### src/rtl/tch_pkg.sv
package tch_pkg;

  localparam int HDR_W      = 16;
  localparam int DATA_W     = 32;
  localparam int CFG_OP_W   = 2;
  localparam int CFG_MASK_W = 4;
  localparam int CFG_ADDR_W = HDR_W - CFG_OP_W - CFG_MASK_W;
  localparam int CMD_OP_W   = 8;
  localparam int CMD_ADDR_W = HDR_W - CMD_OP_W;

  typedef struct packed {
    logic [CFG_OP_W-1:0]   op;
    logic [CFG_MASK_W-1:0] mask;
    logic [CFG_ADDR_W-1:0] addr;
  } cfg_hdr_t;

  typedef struct packed {
    logic [CMD_OP_W-1:0]   op;
    logic [CMD_ADDR_W-1:0] addr;
  } cmd_hdr_t;

  typedef enum logic {
    KIND_CFG = 1'b0,
    KIND_CMD = 1'b1
  } pkt_kind_e;

  typedef enum logic {
    CP_IDLE = 1'b0,
    CP_BUSY = 1'b1
  } cp_state_e;

  localparam logic [CFG_OP_W-1:0] CFG_OP_RD = 2'd0;
  localparam logic [CFG_OP_W-1:0] CFG_OP_WR = 2'd1;
  localparam logic [CMD_OP_W-1:0] CMD_OP_RD = 8'd0;
  localparam logic [CMD_OP_W-1:0] CMD_OP_WR = 8'd1;

  localparam int NUM_MAC = 2;
  localparam int NUM_IP  = 2;
  localparam logic [CMD_ADDR_W-1:0] RA_MAC_BASE = 8'd0;
  localparam logic [CMD_ADDR_W-1:0] RA_IP_BASE  = 8'd4;
  localparam logic [CMD_ADDR_W-1:0] RA_RID      = 8'd6;

endpackage

### src/rtl/tch_decode.sv
module tch_decode
  import tch_pkg::*;
(
  input  logic                  kind,
  input  logic [HDR_W-1:0]      hdr,
  output logic [CFG_MASK_W-1:0] cfg_mask,
  output logic [CFG_ADDR_W-1:0] cfg_addr,
  output logic [CMD_ADDR_W-1:0] cmd_addr,
  output logic                  cfg_rd,
  output logic                  cfg_wr,
  output logic                  cfg_bad,
  output logic                  cmd_rd,
  output logic                  cmd_wr,
  output logic                  cmd_bad
);

  cfg_hdr_t ch;
  cmd_hdr_t mh;
  logic     is_cfg;

  assign ch       = cfg_hdr_t'(hdr);
  assign mh       = cmd_hdr_t'(hdr);
  assign is_cfg   = (kind == KIND_CFG);
  assign cfg_mask = ch.mask;
  assign cfg_addr = ch.addr;
  assign cmd_addr = mh.addr;

  always_comb begin
    cfg_rd  = 1'b0;
    cfg_wr  = 1'b0;
    cfg_bad = 1'b0;
    cmd_rd  = 1'b0;
    cmd_wr  = 1'b0;
    cmd_bad = 1'b0;
    if (is_cfg) begin
      if (ch.op == CFG_OP_RD)      cfg_rd  = 1'b1;
      else if (ch.op == CFG_OP_WR) cfg_wr  = 1'b1;
      else                         cfg_bad = 1'b1;
    end else begin
      if (mh.op == CMD_OP_RD)      cmd_rd  = 1'b1;
      else if (mh.op == CMD_OP_WR) cmd_wr  = 1'b1;
      else                         cmd_bad = 1'b1;
    end
  end

endmodule

### src/rtl/tch_adapter_regs.sv
module tch_adapter_regs
  import tch_pkg::*;
#(
  parameter int               MAC_W     = 48,
  parameter int               IP_W      = 32,
  parameter int               RID_W     = 16,
  parameter logic [MAC_W-1:0] LMAC_RST  = 48'h0200_0000_0001,
  parameter logic [MAC_W-1:0] PMAC_RST  = 48'h0200_0000_0002,
  parameter logic [IP_W-1:0]  LIP_RST   = 32'hC0A8_0A01,
  parameter logic [IP_W-1:0]  PIP_RST   = 32'hC0A8_0A02
) (
  input  logic                  clk,
  input  logic                  rst_n,
  input  logic                  wr_en,
  input  logic [CMD_ADDR_W-1:0] addr,
  input  logic [DATA_W-1:0]     wr_data,
  input  logic [RID_W-1:0]      requester_id,
  output logic [DATA_W-1:0]     rd_data,
  output logic                  addr_known,
  output logic [MAC_W-1:0]      local_mac,
  output logic [MAC_W-1:0]      peer_mac,
  output logic [IP_W-1:0]       local_ip,
  output logic [IP_W-1:0]       peer_ip
);

  localparam int MAC_HI_W = MAC_W - DATA_W;

  logic [MAC_W-1:0] mac_all [NUM_MAC];
  logic [IP_W-1:0]  ip_all  [NUM_IP];

  for (genvar m = 0; m < NUM_MAC; m++) begin : g_mac
    localparam logic [MAC_W-1:0] RST_V = (m == 0) ? LMAC_RST : PMAC_RST;
    localparam logic [CMD_ADDR_W-1:0] A_HI = RA_MAC_BASE + CMD_ADDR_W'(2 * m);
    localparam logic [CMD_ADDR_W-1:0] A_LO = RA_MAC_BASE + CMD_ADDR_W'(2 * m + 1);
    logic [MAC_W-1:0] q;
    logic [MAC_W-1:0] d;
    logic             ce;

    always_comb begin
      d  = q;
      ce = 1'b0;
      if (wr_en && (addr == A_HI)) begin
        d[MAC_W-1:DATA_W] = wr_data[MAC_HI_W-1:0];
        ce                = 1'b1;
      end else if (wr_en && (addr == A_LO)) begin
        d[DATA_W-1:0] = wr_data;
        ce            = 1'b1;
      end
    end

    always_ff @(posedge clk or negedge rst_n) begin
      if (!rst_n)  q <= RST_V;
      else if (ce) q <= d;
    end

    assign mac_all[m] = q;
  end

  for (genvar i = 0; i < NUM_IP; i++) begin : g_ip
    localparam logic [IP_W-1:0] RST_V = (i == 0) ? LIP_RST : PIP_RST;
    localparam logic [CMD_ADDR_W-1:0] A_IP = RA_IP_BASE + CMD_ADDR_W'(i);
    logic [IP_W-1:0] q;
    logic [IP_W-1:0] d;
    logic            ce;

    always_comb begin
      ce = wr_en && (addr == A_IP);
      d  = ce ? wr_data[IP_W-1:0] : q;
    end

    always_ff @(posedge clk or negedge rst_n) begin
      if (!rst_n)  q <= RST_V;
      else if (ce) q <= d;
    end

    assign ip_all[i] = q;
  end

  always_comb begin
    rd_data    = '1;
    addr_known = 1'b1;
    case (addr)
      RA_MAC_BASE:        rd_data = DATA_W'(mac_all[0][MAC_W-1:DATA_W]);
      RA_MAC_BASE + 8'd1: rd_data = mac_all[0][DATA_W-1:0];
      RA_MAC_BASE + 8'd2: rd_data = DATA_W'(mac_all[1][MAC_W-1:DATA_W]);
      RA_MAC_BASE + 8'd3: rd_data = mac_all[1][DATA_W-1:0];
      RA_IP_BASE:         rd_data = DATA_W'(ip_all[0]);
      RA_IP_BASE + 8'd1:  rd_data = DATA_W'(ip_all[1]);
      RA_RID:             rd_data = DATA_W'(requester_id);
      default:            addr_known = 1'b0;
    endcase
  end

  assign local_mac = mac_all[0];
  assign peer_mac  = mac_all[1];
  assign local_ip  = ip_all[0];
  assign peer_ip   = ip_all[1];

  // without a write on the previous edge the register outputs hold
  a_r7_regs_hold_without_write: assert property (
    @(posedge clk) disable iff (!rst_n)
    !$past(wr_en) |-> $stable({local_mac, peer_mac, local_ip, peer_ip})
  );

  // a write to an unmapped address leaves all registers untouched
  a_r9_unknown_write_no_effect: assert property (
    @(posedge clk) disable iff (!rst_n)
    (wr_en && !addr_known) |=> $stable({local_mac, peer_mac, local_ip, peer_ip})
  );

endmodule

### src/rtl/tch_cfg_port.sv
module tch_cfg_port
  import tch_pkg::*;
(
  input  logic                  clk,
  input  logic                  rst_n,
  input  logic                  start,
  input  logic                  start_we,
  input  logic [CFG_MASK_W-1:0] start_be,
  input  logic [CFG_ADDR_W-1:0] start_addr,
  input  logic [DATA_W-1:0]     start_wdata,
  output logic                  cfg_req_valid,
  output logic                  cfg_req_we,
  output logic [CFG_MASK_W-1:0] cfg_req_be,
  output logic [CFG_ADDR_W-1:0] cfg_req_addr,
  output logic [DATA_W-1:0]     cfg_req_wdata,
  input  logic                  cfg_rsp_valid,
  input  logic [DATA_W-1:0]     cfg_rsp_rdata,
  output logic                  busy,
  output logic                  done,
  output logic [DATA_W-1:0]     done_data
);

  cp_state_e             state_q, state_d;
  logic                  ld;
  logic                  we_q;
  logic [CFG_MASK_W-1:0] be_q;
  logic [CFG_ADDR_W-1:0] addr_q;
  logic [DATA_W-1:0]     wdata_q;

  always_comb begin
    state_d = state_q;
    ld      = 1'b0;
    if (state_q == CP_IDLE) begin
      if (start) begin
        state_d = CP_BUSY;
        ld      = 1'b1;
      end
    end else if (cfg_rsp_valid) begin
      state_d = CP_IDLE;
    end
  end

  always_ff @(posedge clk or negedge rst_n) begin
    if (!rst_n) state_q <= CP_IDLE;
    else        state_q <= state_d;
  end

  always_ff @(posedge clk or negedge rst_n) begin
    if (!rst_n) begin
      we_q    <= 1'b0;
      be_q    <= '0;
      addr_q  <= '0;
      wdata_q <= '0;
    end else if (ld) begin
      we_q    <= start_we;
      be_q    <= start_we ? start_be : '0;
      addr_q  <= start_addr;
      wdata_q <= start_wdata;
    end
  end

  assign busy          = (state_q == CP_BUSY);
  assign cfg_req_valid = busy;
  assign cfg_req_we    = we_q;
  assign cfg_req_be    = be_q;
  assign cfg_req_addr  = addr_q;
  assign cfg_req_wdata = wdata_q;
  assign done          = busy && cfg_rsp_valid;
  assign done_data     = we_q ? wdata_q : cfg_rsp_rdata;

  // an outstanding access keeps its fields until answered
  a_r2_request_held: assert property (
    @(posedge clk) disable iff (!rst_n)
    (cfg_req_valid && !cfg_rsp_valid) |=>
      (cfg_req_valid && $stable(cfg_req_addr) && $stable(cfg_req_we) &&
       $stable(cfg_req_be) && $stable(cfg_req_wdata))
  );

  // the access ends on the edge that sees the response
  a_r1_ends_on_response: assert property (
    @(posedge clk) disable iff (!rst_n)
    (cfg_req_valid && cfg_rsp_valid) |=> !cfg_req_valid
  );

endmodule

### src/rtl/tch_reply_build.sv
module tch_reply_build
  import tch_pkg::*;
(
  input  logic              clk,
  input  logic              rst_n,
  input  logic              accept,
  input  logic              kind,
  input  logic [HDR_W-1:0]  hdr,
  input  logic              imm_valid,
  input  logic [DATA_W-1:0] imm_data,
  input  logic              cfg_done,
  input  logic [DATA_W-1:0] cfg_data,
  output logic              rply_valid,
  output logic              rply_kind,
  output logic [HDR_W-1:0]  rply_hdr,
  output logic [DATA_W-1:0] rply_data
);

  logic              hold_kind_q;
  logic [HDR_W-1:0]  hold_hdr_q;
  logic              v_d, k_d;
  logic [HDR_W-1:0]  h_d;
  logic [DATA_W-1:0] d_d;
  logic              out_ce;

  always_ff @(posedge clk or negedge rst_n) begin
    if (!rst_n) begin
      hold_kind_q <= 1'b0;
      hold_hdr_q  <= '0;
    end else if (accept) begin
      hold_kind_q <= kind;
      hold_hdr_q  <= hdr;
    end
  end

  always_comb begin
    v_d    = 1'b0;
    k_d    = rply_kind;
    h_d    = rply_hdr;
    d_d    = rply_data;
    out_ce = 1'b0;
    if (imm_valid) begin
      v_d    = 1'b1;
      k_d    = kind;
      h_d    = hdr;
      d_d    = imm_data;
      out_ce = 1'b1;
    end else if (cfg_done) begin
      v_d    = 1'b1;
      k_d    = hold_kind_q;
      h_d    = hold_hdr_q;
      d_d    = cfg_data;
      out_ce = 1'b1;
    end
  end

  always_ff @(posedge clk or negedge rst_n) begin
    if (!rst_n) rply_valid <= 1'b0;
    else        rply_valid <= v_d;
  end

  always_ff @(posedge clk or negedge rst_n) begin
    if (!rst_n) begin
      rply_kind <= 1'b0;
      rply_hdr  <= '0;
      rply_data <= '0;
    end else if (out_ce) begin
      rply_kind <= k_d;
      rply_hdr  <= h_d;
      rply_data <= d_d;
    end
  end

  // the two reply sources never compete in one cycle
  a_r11_sources_exclusive: assert property (
    @(posedge clk) disable iff (!rst_n)
    !(imm_valid && cfg_done)
  );

endmodule

### src/rtl/tunnel_ctl_handler.sv
module tunnel_ctl_handler
  import tch_pkg::*;
#(
  parameter int               MAC_W    = 48,
  parameter int               IP_W     = 32,
  parameter int               RID_W    = 16,
  parameter int               SYNC_LEN = 2,
  parameter logic [MAC_W-1:0] LMAC_RST = 48'h0200_0000_0001,
  parameter logic [MAC_W-1:0] PMAC_RST = 48'h0200_0000_0002,
  parameter logic [IP_W-1:0]  LIP_RST  = 32'hC0A8_0A01,
  parameter logic [IP_W-1:0]  PIP_RST  = 32'hC0A8_0A02
) (
  input  logic                  clk,
  input  logic                  rst_n,
  input  logic                  req_valid,
  output logic                  req_ready,
  input  logic                  req_kind,
  input  logic [HDR_W-1:0]      req_hdr,
  input  logic [DATA_W-1:0]     req_data,
  output logic                  cfg_req_valid,
  output logic                  cfg_req_we,
  output logic [CFG_MASK_W-1:0] cfg_req_be,
  output logic [CFG_ADDR_W-1:0] cfg_req_addr,
  output logic [DATA_W-1:0]     cfg_req_wdata,
  input  logic                  cfg_rsp_valid,
  input  logic [DATA_W-1:0]     cfg_rsp_rdata,
  input  logic [RID_W-1:0]      requester_id,
  output logic [MAC_W-1:0]      local_mac,
  output logic [MAC_W-1:0]      peer_mac,
  output logic [IP_W-1:0]       local_ip,
  output logic [IP_W-1:0]       peer_ip,
  output logic                  rply_valid,
  output logic                  rply_kind,
  output logic [HDR_W-1:0]      rply_hdr,
  output logic [DATA_W-1:0]     rply_data
);

  logic [SYNC_LEN-1:0] rst_sync_q;
  logic                core_rst_n;

  always_ff @(posedge clk or negedge rst_n) begin
    if (!rst_n) rst_sync_q <= '0;
    else        rst_sync_q <= {rst_sync_q[SYNC_LEN-2:0], 1'b1};
  end
  assign core_rst_n = rst_sync_q[SYNC_LEN-1];

  logic [CFG_MASK_W-1:0] d_mask;
  logic [CFG_ADDR_W-1:0] d_cfg_addr;
  logic [CMD_ADDR_W-1:0] d_cmd_addr;
  logic d_cfg_rd, d_cfg_wr, d_cfg_bad, d_cmd_rd, d_cmd_wr, d_cmd_bad;

  tch_decode u_decode (
    .kind     (req_kind),
    .hdr      (req_hdr),
    .cfg_mask (d_mask),
    .cfg_addr (d_cfg_addr),
    .cmd_addr (d_cmd_addr),
    .cfg_rd   (d_cfg_rd),
    .cfg_wr   (d_cfg_wr),
    .cfg_bad  (d_cfg_bad),
    .cmd_rd   (d_cmd_rd),
    .cmd_wr   (d_cmd_wr),
    .cmd_bad  (d_cmd_bad)
  );

  logic              busy;
  logic              accept;
  logic              cfg_start;
  logic              imm_valid;
  logic [DATA_W-1:0] imm_data;
  logic [DATA_W-1:0] reg_rd_data;
  logic              reg_known;
  logic              cfg_done;
  logic [DATA_W-1:0] cfg_done_data;

  assign req_ready = core_rst_n && !busy;
  assign accept    = req_valid && req_ready;
  assign cfg_start = accept && (d_cfg_rd || d_cfg_wr);
  assign imm_valid = accept && !(d_cfg_rd || d_cfg_wr);

  tch_adapter_regs #(
    .MAC_W    (MAC_W),
    .IP_W     (IP_W),
    .RID_W    (RID_W),
    .LMAC_RST (LMAC_RST),
    .PMAC_RST (PMAC_RST),
    .LIP_RST  (LIP_RST),
    .PIP_RST  (PIP_RST)
  ) u_regs (
    .clk          (clk),
    .rst_n        (core_rst_n),
    .wr_en        (accept && d_cmd_wr),
    .addr         (d_cmd_addr),
    .wr_data      (req_data),
    .requester_id (requester_id),
    .rd_data      (reg_rd_data),
    .addr_known   (reg_known),
    .local_mac    (local_mac),
    .peer_mac     (peer_mac),
    .local_ip     (local_ip),
    .peer_ip      (peer_ip)
  );

  always_comb begin
    imm_data = '1;
    if (d_cmd_rd && reg_known)      imm_data = reg_rd_data;
    else if (d_cmd_wr && reg_known) imm_data = req_data;
  end

  tch_cfg_port u_cfg (
    .clk           (clk),
    .rst_n         (core_rst_n),
    .start         (cfg_start),
    .start_we      (d_cfg_wr),
    .start_be      (d_mask),
    .start_addr    (d_cfg_addr),
    .start_wdata   (req_data),
    .cfg_req_valid (cfg_req_valid),
    .cfg_req_we    (cfg_req_we),
    .cfg_req_be    (cfg_req_be),
    .cfg_req_addr  (cfg_req_addr),
    .cfg_req_wdata (cfg_req_wdata),
    .cfg_rsp_valid (cfg_rsp_valid),
    .cfg_rsp_rdata (cfg_rsp_rdata),
    .busy          (busy),
    .done          (cfg_done),
    .done_data     (cfg_done_data)
  );

  tch_reply_build u_reply (
    .clk        (clk),
    .rst_n      (core_rst_n),
    .accept     (accept),
    .kind       (req_kind),
    .hdr        (req_hdr),
    .imm_valid  (imm_valid),
    .imm_data   (imm_data),
    .cfg_done   (cfg_done),
    .cfg_data   (cfg_done_data),
    .rply_valid (rply_valid),
    .rply_kind  (rply_kind),
    .rply_hdr   (rply_hdr),
    .rply_data  (rply_data)
  );

  // no new request is taken while a configuration access is open
  a_r1_busy_blocks_ready: assert property (
    @(posedge clk) disable iff (!core_rst_n)
    cfg_req_valid |-> !req_ready
  );

  // immediately answered requests reply on the next cycle
  a_r6_immediate_reply: assert property (
    @(posedge clk) disable iff (!core_rst_n)
    (accept && !cfg_start) |=> (rply_valid && rply_kind == $past(req_kind))
  );

  // a completed configuration access yields a configuration reply
  a_r4_cfg_reply_follows: assert property (
    @(posedge clk) disable iff (!core_rst_n)
    (cfg_req_valid && cfg_rsp_valid) |=> (rply_valid && rply_kind == KIND_CFG)
  );

  // unusable configuration operations never reach the port
  a_r5_bad_op_no_access: assert property (
    @(posedge clk) disable iff (!core_rst_n)
    (accept && d_cfg_bad) |=> !cfg_req_valid
  );

  // a reply never appears without a request or response behind it
  a_r11_reply_has_cause: assert property (
    @(posedge clk) disable iff (!core_rst_n)
    !(accept || (cfg_req_valid && cfg_rsp_valid)) |=> !rply_valid
  );

endmodule

### config.mk
export PLATFORM = sky130hd
export DESIGN_NAME = tunnel_ctl_handler
export DESIGN_NICKNAME = d
export VERILOG_FILES = /design/src/rtl/tch_pkg.sv /design/src/rtl/tch_decode.sv /design/src/rtl/tch_adapter_regs.sv /design/src/rtl/tch_cfg_port.sv /design/src/rtl/tch_reply_build.sv /design/src/rtl/tunnel_ctl_handler.sv
export SDC_FILE = /design/constraint.sdc
export NUM_CORES = 1
export LEC_CHECK = 0
export ABC_AREA = 1
export CELL_PAD_IN_SITES_DETAIL_PLACEMENT = 1
export CELL_PAD_IN_SITES_GLOBAL_PLACEMENT = 2
export CORE_MARGIN = 3
export CORE_UTILIZATION = 30
export DETAILED_ROUTE_END_ITERATION = 6
export PLACE_DENSITY_LB_ADDON = 0.05
export SYNTH_ARGS = -nofsm -noshare
export SYNTH_HDL_FRONTEND = slang
export SYNTH_SLANG_ARGS = --single-unit
### constraint.sdc
create_clock -name clk -period 25.4 [get_ports clk]
set_input_delay 7.62 -clock clk [delete_from_list [all_inputs] [get_ports clk]]
set_output_delay 7.62 -clock clk [all_outputs]
set_load 0.005 [all_outputs]
; ---- After elaboration in Yosys (flattened, before gate mapping)
; Cells that the tools add are included.
; W data, S select, Z words.
[word_totals]
regBits = 277
latch_bits = 0
ramBits = 0
mem_bits_ro = 0
inputBits = 101
output_inout_bits = 259
wordCells = 87
n_memories = 0
[classes]
addsub = 0
multipliers = 0
n_div = 0
order_cmp = 0
eq_ne = 8
n_shift = 0
n_mux = 32
bitwise_logic = 2
n_reduce_logical = 27
[ops]
columns = operator, n
row1 = $pmux W32 S7, 1
row2 = $mux W32, 5
row3 = $mux W16, 2
row4 = $eq A8 B3 Y1 const B, 3
row5 = $mux W1, 23
row6 = $eq A8 B1 Y1 const B, 2
row7 = $eq A8 B2 Y1 const B, 2
row8 = $logic_not A8 Y1, 2
row9 = $logic_and A1 B1 Y1, 14
row10 = $reduce_or A7 Y1, 1
row11 = $reduce_and A2 Y1, 3
row12 = $reduce_and A3 Y1, 2
row13 = $mux W4, 1
row14 = $eq A2 B1 Y1 const B, 1
row15 = $logic_not A1 Y1, 2
row16 = $logic_not A2 Y1, 1
row17 = $not A1 Y1, 2
row18 = $reduce_bool A2 Y1, 1
row19 = $logic_or A1 B1 Y1, 1

; ---- Logic depth before layout (Yosys ltp)
[logic_depth]
ltp_word = 9
ltp_mapped = 12
depth_no_buf = 11

; ---- By module
; Synthesis repeated with hierarchy kept, for this count alone.
[unflattened]
cells_unflattened = 1850
area_unflattened_um2 = 14186.1
[modules_own_cells]
columns = mod, n_inst, cells_per_inst, area_per_inst_um2, seq_area_each_um2
row1 = tch_adapter_regs, 1, 948, 7704.9, 4028.9
row2 = tch_reply_build, 1, 342, 2931.6, 1676.6
row3 = tch_cfg_port, 1, 322, 2376.0, 1201.2
row4 = tunnel_ctl_handler, 1, 189, 897.1, 50.0
row5 = tch_decode, 1, 49, 276.5, 0.0

; ---- Worst setup path before layout
; Ideal clock, no wire load.
[synth_path]
path_kind = register to output
from = reg rst_sync_q[1]
to = out req_ready
arrival_ps = 7189
required_ps = 17780
slack_ps = 10591
stages_incl_launch_ff = 3
path_buffers = 0
cell_sequence = dfrtp_1 inv_1 nor2_4
[synth_via]
elab_chain_len = 1
[synth_lines]
columns = item, line
row1 = start: declaration, tunnel_ctl_handler.sv:38  ; logic [SYNC_LEN-1:0] rst_sync_q;
row2 = start signal: assignment, tunnel_ctl_handler.sv:43  ; else rst_sync_q <= {rst_sync_q[SYNC_LEN-2:0], 1'b1};
row3 = $logic_and A1 B1 Y1, tunnel_ctl_handler.sv:76  ; assign req_ready = core_rst_n && !busy;
row4 = end: declaration, tunnel_ctl_handler.sv:16  ; output logic req_ready,
; No other way between the ends.

; ---- Worst setup path in the final report
[layout_path]
from = in req_hdr[5]
to = reg u_regs.g_ip[1].q[12] (netlist: u_regs.peer_ip[12])
[layout_via]
elab_chain_len = 2
[layout_lines]
columns = item, line
row1 = start: declaration, tunnel_ctl_handler.sv:18  ; input logic [HDR_W-1:0] req_hdr,
row2 = $eq A8 B3 Y1, tch_adapter_regs.sv:67  ; ce = wr_en && (addr == A_IP);
row3 = $logic_and A1 B1 Y1, tch_adapter_regs.sv:67
row4 = end signal: assignment, tch_adapter_regs.sv:72  ; if (!rst_n) q <= RST_V;
row5 = end signal: assignment, tch_adapter_regs.sv:73  ; else if (ce) q <= d;
row6 = end: declaration, tch_adapter_regs.sv:62  ; logic [IP_W-1:0] q;
; No other way between the ends.
; A chain may end at the register's enable or synchronous reset.

==> results.cfg <==
[sta]
worstMarginPinSlew_ps = 1148
setup_viol = 0
period_share_pct = 40.68
skew_ps = 9.328
relSlewSlack_pct = 23.00
worst_hold_slack_ps = 291.8
report.final.slew_viol_count = 0
fmax_mhz = 96.77
hold_viol = 0
setup-tns-final_ps = 0
grt_setup_unrepaired = no
min_period_ps = 10330

[synthesis]
synth_area_um2 = 12890
synth_edf_count = 0
ys_types = 36
syn_area_per_cell_um2 = 8.208
synth_fa_ha_area_share_pct = 0
synth_compound_area_share_pct = 15.36
muxShareOfSynthArea_pct = 0
synth-seq-cells = 277
netlist_instances = 1571
ys.flop_type = dfrtp_1
synthesis.nets = 1672
yosysSeqAreaShare_pct = 53.95
yosys.area.top_type = dfrtp_1
synth_top_family_by_area = simple AND/OR/NAND/NOR gates
synth-simple-area-share_pct = 23.56
synth-async-reset-ratio_pct = 100.0
synth-xor-area-share_pct = 0
synth_area_leaders = dfrtp_1 (50%), nand2_1 (15%), o21ai_0 (7.3%)
yosys.area.top_type_share_pct = 49.87
ys_warn_count = 0

[floorplan]
ioPinCount = 360
die_w_um = 213.3
dieArea_um2 = 45510
die_height_um = 213.3
rows = 75
start_util_pct = 30.54
coreArea_um2 = 42230

[clocking]
clk_latency_ps = 540
cts_setup_buffers = 0
cts_buffer_depth = 3
postCtsHoldBufs = 0
cts_root_buf = clkbuf_16
h-tree-depth = 2
cts_tree = built
cts_buffers = 36
clk_pin_slew_ps = 60
cts.sink_count = 277
cts_resized = 0

[drt]
drt_iter0_drc = 918
firstDrtPassIters = 5
routedWlPerCell_um = 22.92
via_per_inst = 4.952
vias = 12190
drc = 0
wl_um = 56390
postRouteAntennaNets = 0

[power]
finalPower_w = 0.001185
leakagePower_nw = 7.859
ir_drop_mv = 0.03648
p_per_area_nw_per_um2 = 66.15

[worst_setup_path]
crit_arrival_ps = 10750
timing.reg2reg.setup_slack_ps = 22090
cp_max_fo = 64
setup.worst_path.class = in -> reg
end_kind = flop
start_kind = primary input
critPathRequiredTime_ps = 25820

[grt]
top_usage_layer = met1
grt_pass1_vias = 12340
gr-usage-met1_pct = 37.89
grt_max_degree = 70
grt_pass1_wl_um = 82970
antenna_found_initial = 1
grt_use_met3_pct = 4.658
use_met2_pct = 35.64
grt_overflow = 0
track_usage_pct = 24.62

[layout]
final_area_um2 = 17910
utilization_pct = 42.42
nets = 1997
layout-area-overhead-vs-synth_pct = 38.92
drive_gt1_share_pct = 8.273
antenna-diode-count = 0

[hold_path]
hold_class = reg -> async

[run]
max_cap_viol_count = 0

[place]
gp_congestion = 0.8609
io_buffers = 359
dpl_cell_area_um2 = 16800
dpl.hpwl_um = 40460

[status]
status = completed
logic make-up (layout without fill, tap and decap cells):
group	Yosys count	in the layout
AO/OA/AOI/OAI	367	367
flip-flops	277	277
AND/OR/NAND/NOR	725	725
other	1	1
buffers and inverters	201	552
state kept, by name, summed over array words and instances (netlist names):
| register | flops |
|---|---|
| u_cfg.cfg_req_addr | 10 |
| u_reply.hold_kind_q | 1 |
| u_reply.rply_hdr | 16 |
| u_cfg.cfg_req_we | 1 |
| u_regs.peer_mac | 48 |
| u_regs.peer_ip | 32 |
| u_reply.rply_valid | 1 |
| u_reply.rply_data | 32 |
| u_reply.rply_kind | 1 |
| u_cfg.cfg_req_wdata | 32 |
| rst_sync_q | 2 |
| u_cfg.busy | 1 |
| u_reply.hold_hdr_q | 16 |
| u_regs.local_mac | 48 |
| u_regs.local_ip | 32 |
| u_cfg.cfg_req_be | 4 |
per-stage QoR:
step	setup WS (ps)	std cells
2_1_floorplan	10590	1571
4_1_cts	15080	2461
5_1_grt	14770	2461
3_5_place_dp	14530	2397
3_3_place_gp	14680	2397
6_report	15070	2461
report_power, final:
group	switching, W	internal [W]	total (W)	leakage, nW
Sequential	0.0000280	0.000479	0.000507	3.58
Clock	0.000200	0.000289	0.000488	0.537
Combinational	0.0000963	0.0000937	0.000190	3.74
Total	0.000324	0.000861	0.00118	7.86
placed cells by master (no fill, tap or decap), drive strengths merged, types with 5 or more instances in the layout:
master	count
clkbuf	56
clkinv	5
a22oi	6
inv	116
buf	12
clkdlybuf4s50	359
nand3	84
a21oi	68
o221ai	5
dfrtp	257
o21ai	275
nor3	5
nor2	101
nand2	527
or2	7
a211oi	7
dfstp	20
worst max-delay path, cell delays in order:
cell             delay, ps
clkdlybuf4s50_1        460
nor2_1                 200
nand2_4                160
inv_4                  480
nand2_4                130
inv_2                  420
nand2_2                730
o21ai_0                460
final cells by class:
cell class                      count  area [um2]
Clock inverter                      8       50.05
Tap cell                          539       674.4
Sequential cell                   277        6962
Fill cell                        4997       24310
Clock buffer                       56        1067
Multi-Input combinational cell   1093        5035
Inverter                          117       441.7
Timing Repair Buffer              371        3684
cell usage after synthesis (5+ instances only):
cell type and n:
buf_6 10, inv_2 11, o21ai_2 22, o21ai_1 66, nor2_1 88, a22oi_1 6, a211oi_1 7, or2_2 7
o221ai_1 5, a21oi_1 68, dfrtp_1 257, nor2_4 8, nand2_2 8, buf_2 34, nand2_4 6, buf_4 11
nand2_1 513, o21ai_0 187, dfstp_2 20, clkbuf_1 28, inv_1 104, nand3_1 82
layer usage:
| layer | vias up | wire (um) |
|---|---|---|
| met5 | - | 11 |
| met4 | 2 | 1161 |
| met3 | 67 | 3870 |
| met2 | 379 | 23760 |
| met1 | 6010 | 27590 |
| li1 | 5728 | - |
worst paths after layout:
path	startpoint	to	depth (start not counted)
setup / recovery	req_hdr[5]	u_regs.peer_ip[12]	8
max in group asynchronous	rst_n	rst_sync_q[1]	1
hold / removal	rst_sync_q[1]	u_regs.local_mac[17]	0
hold reg to reg	rst_sync_q[1]	u_regs.local_mac[17]	0
min in group clk	rst_sync_q[0]	rst_sync_q[1]	0
setup reg to reg	rst_sync_q[1]	u_reply.rply_data[22]	12
Power figures use the tool's default switching activity.
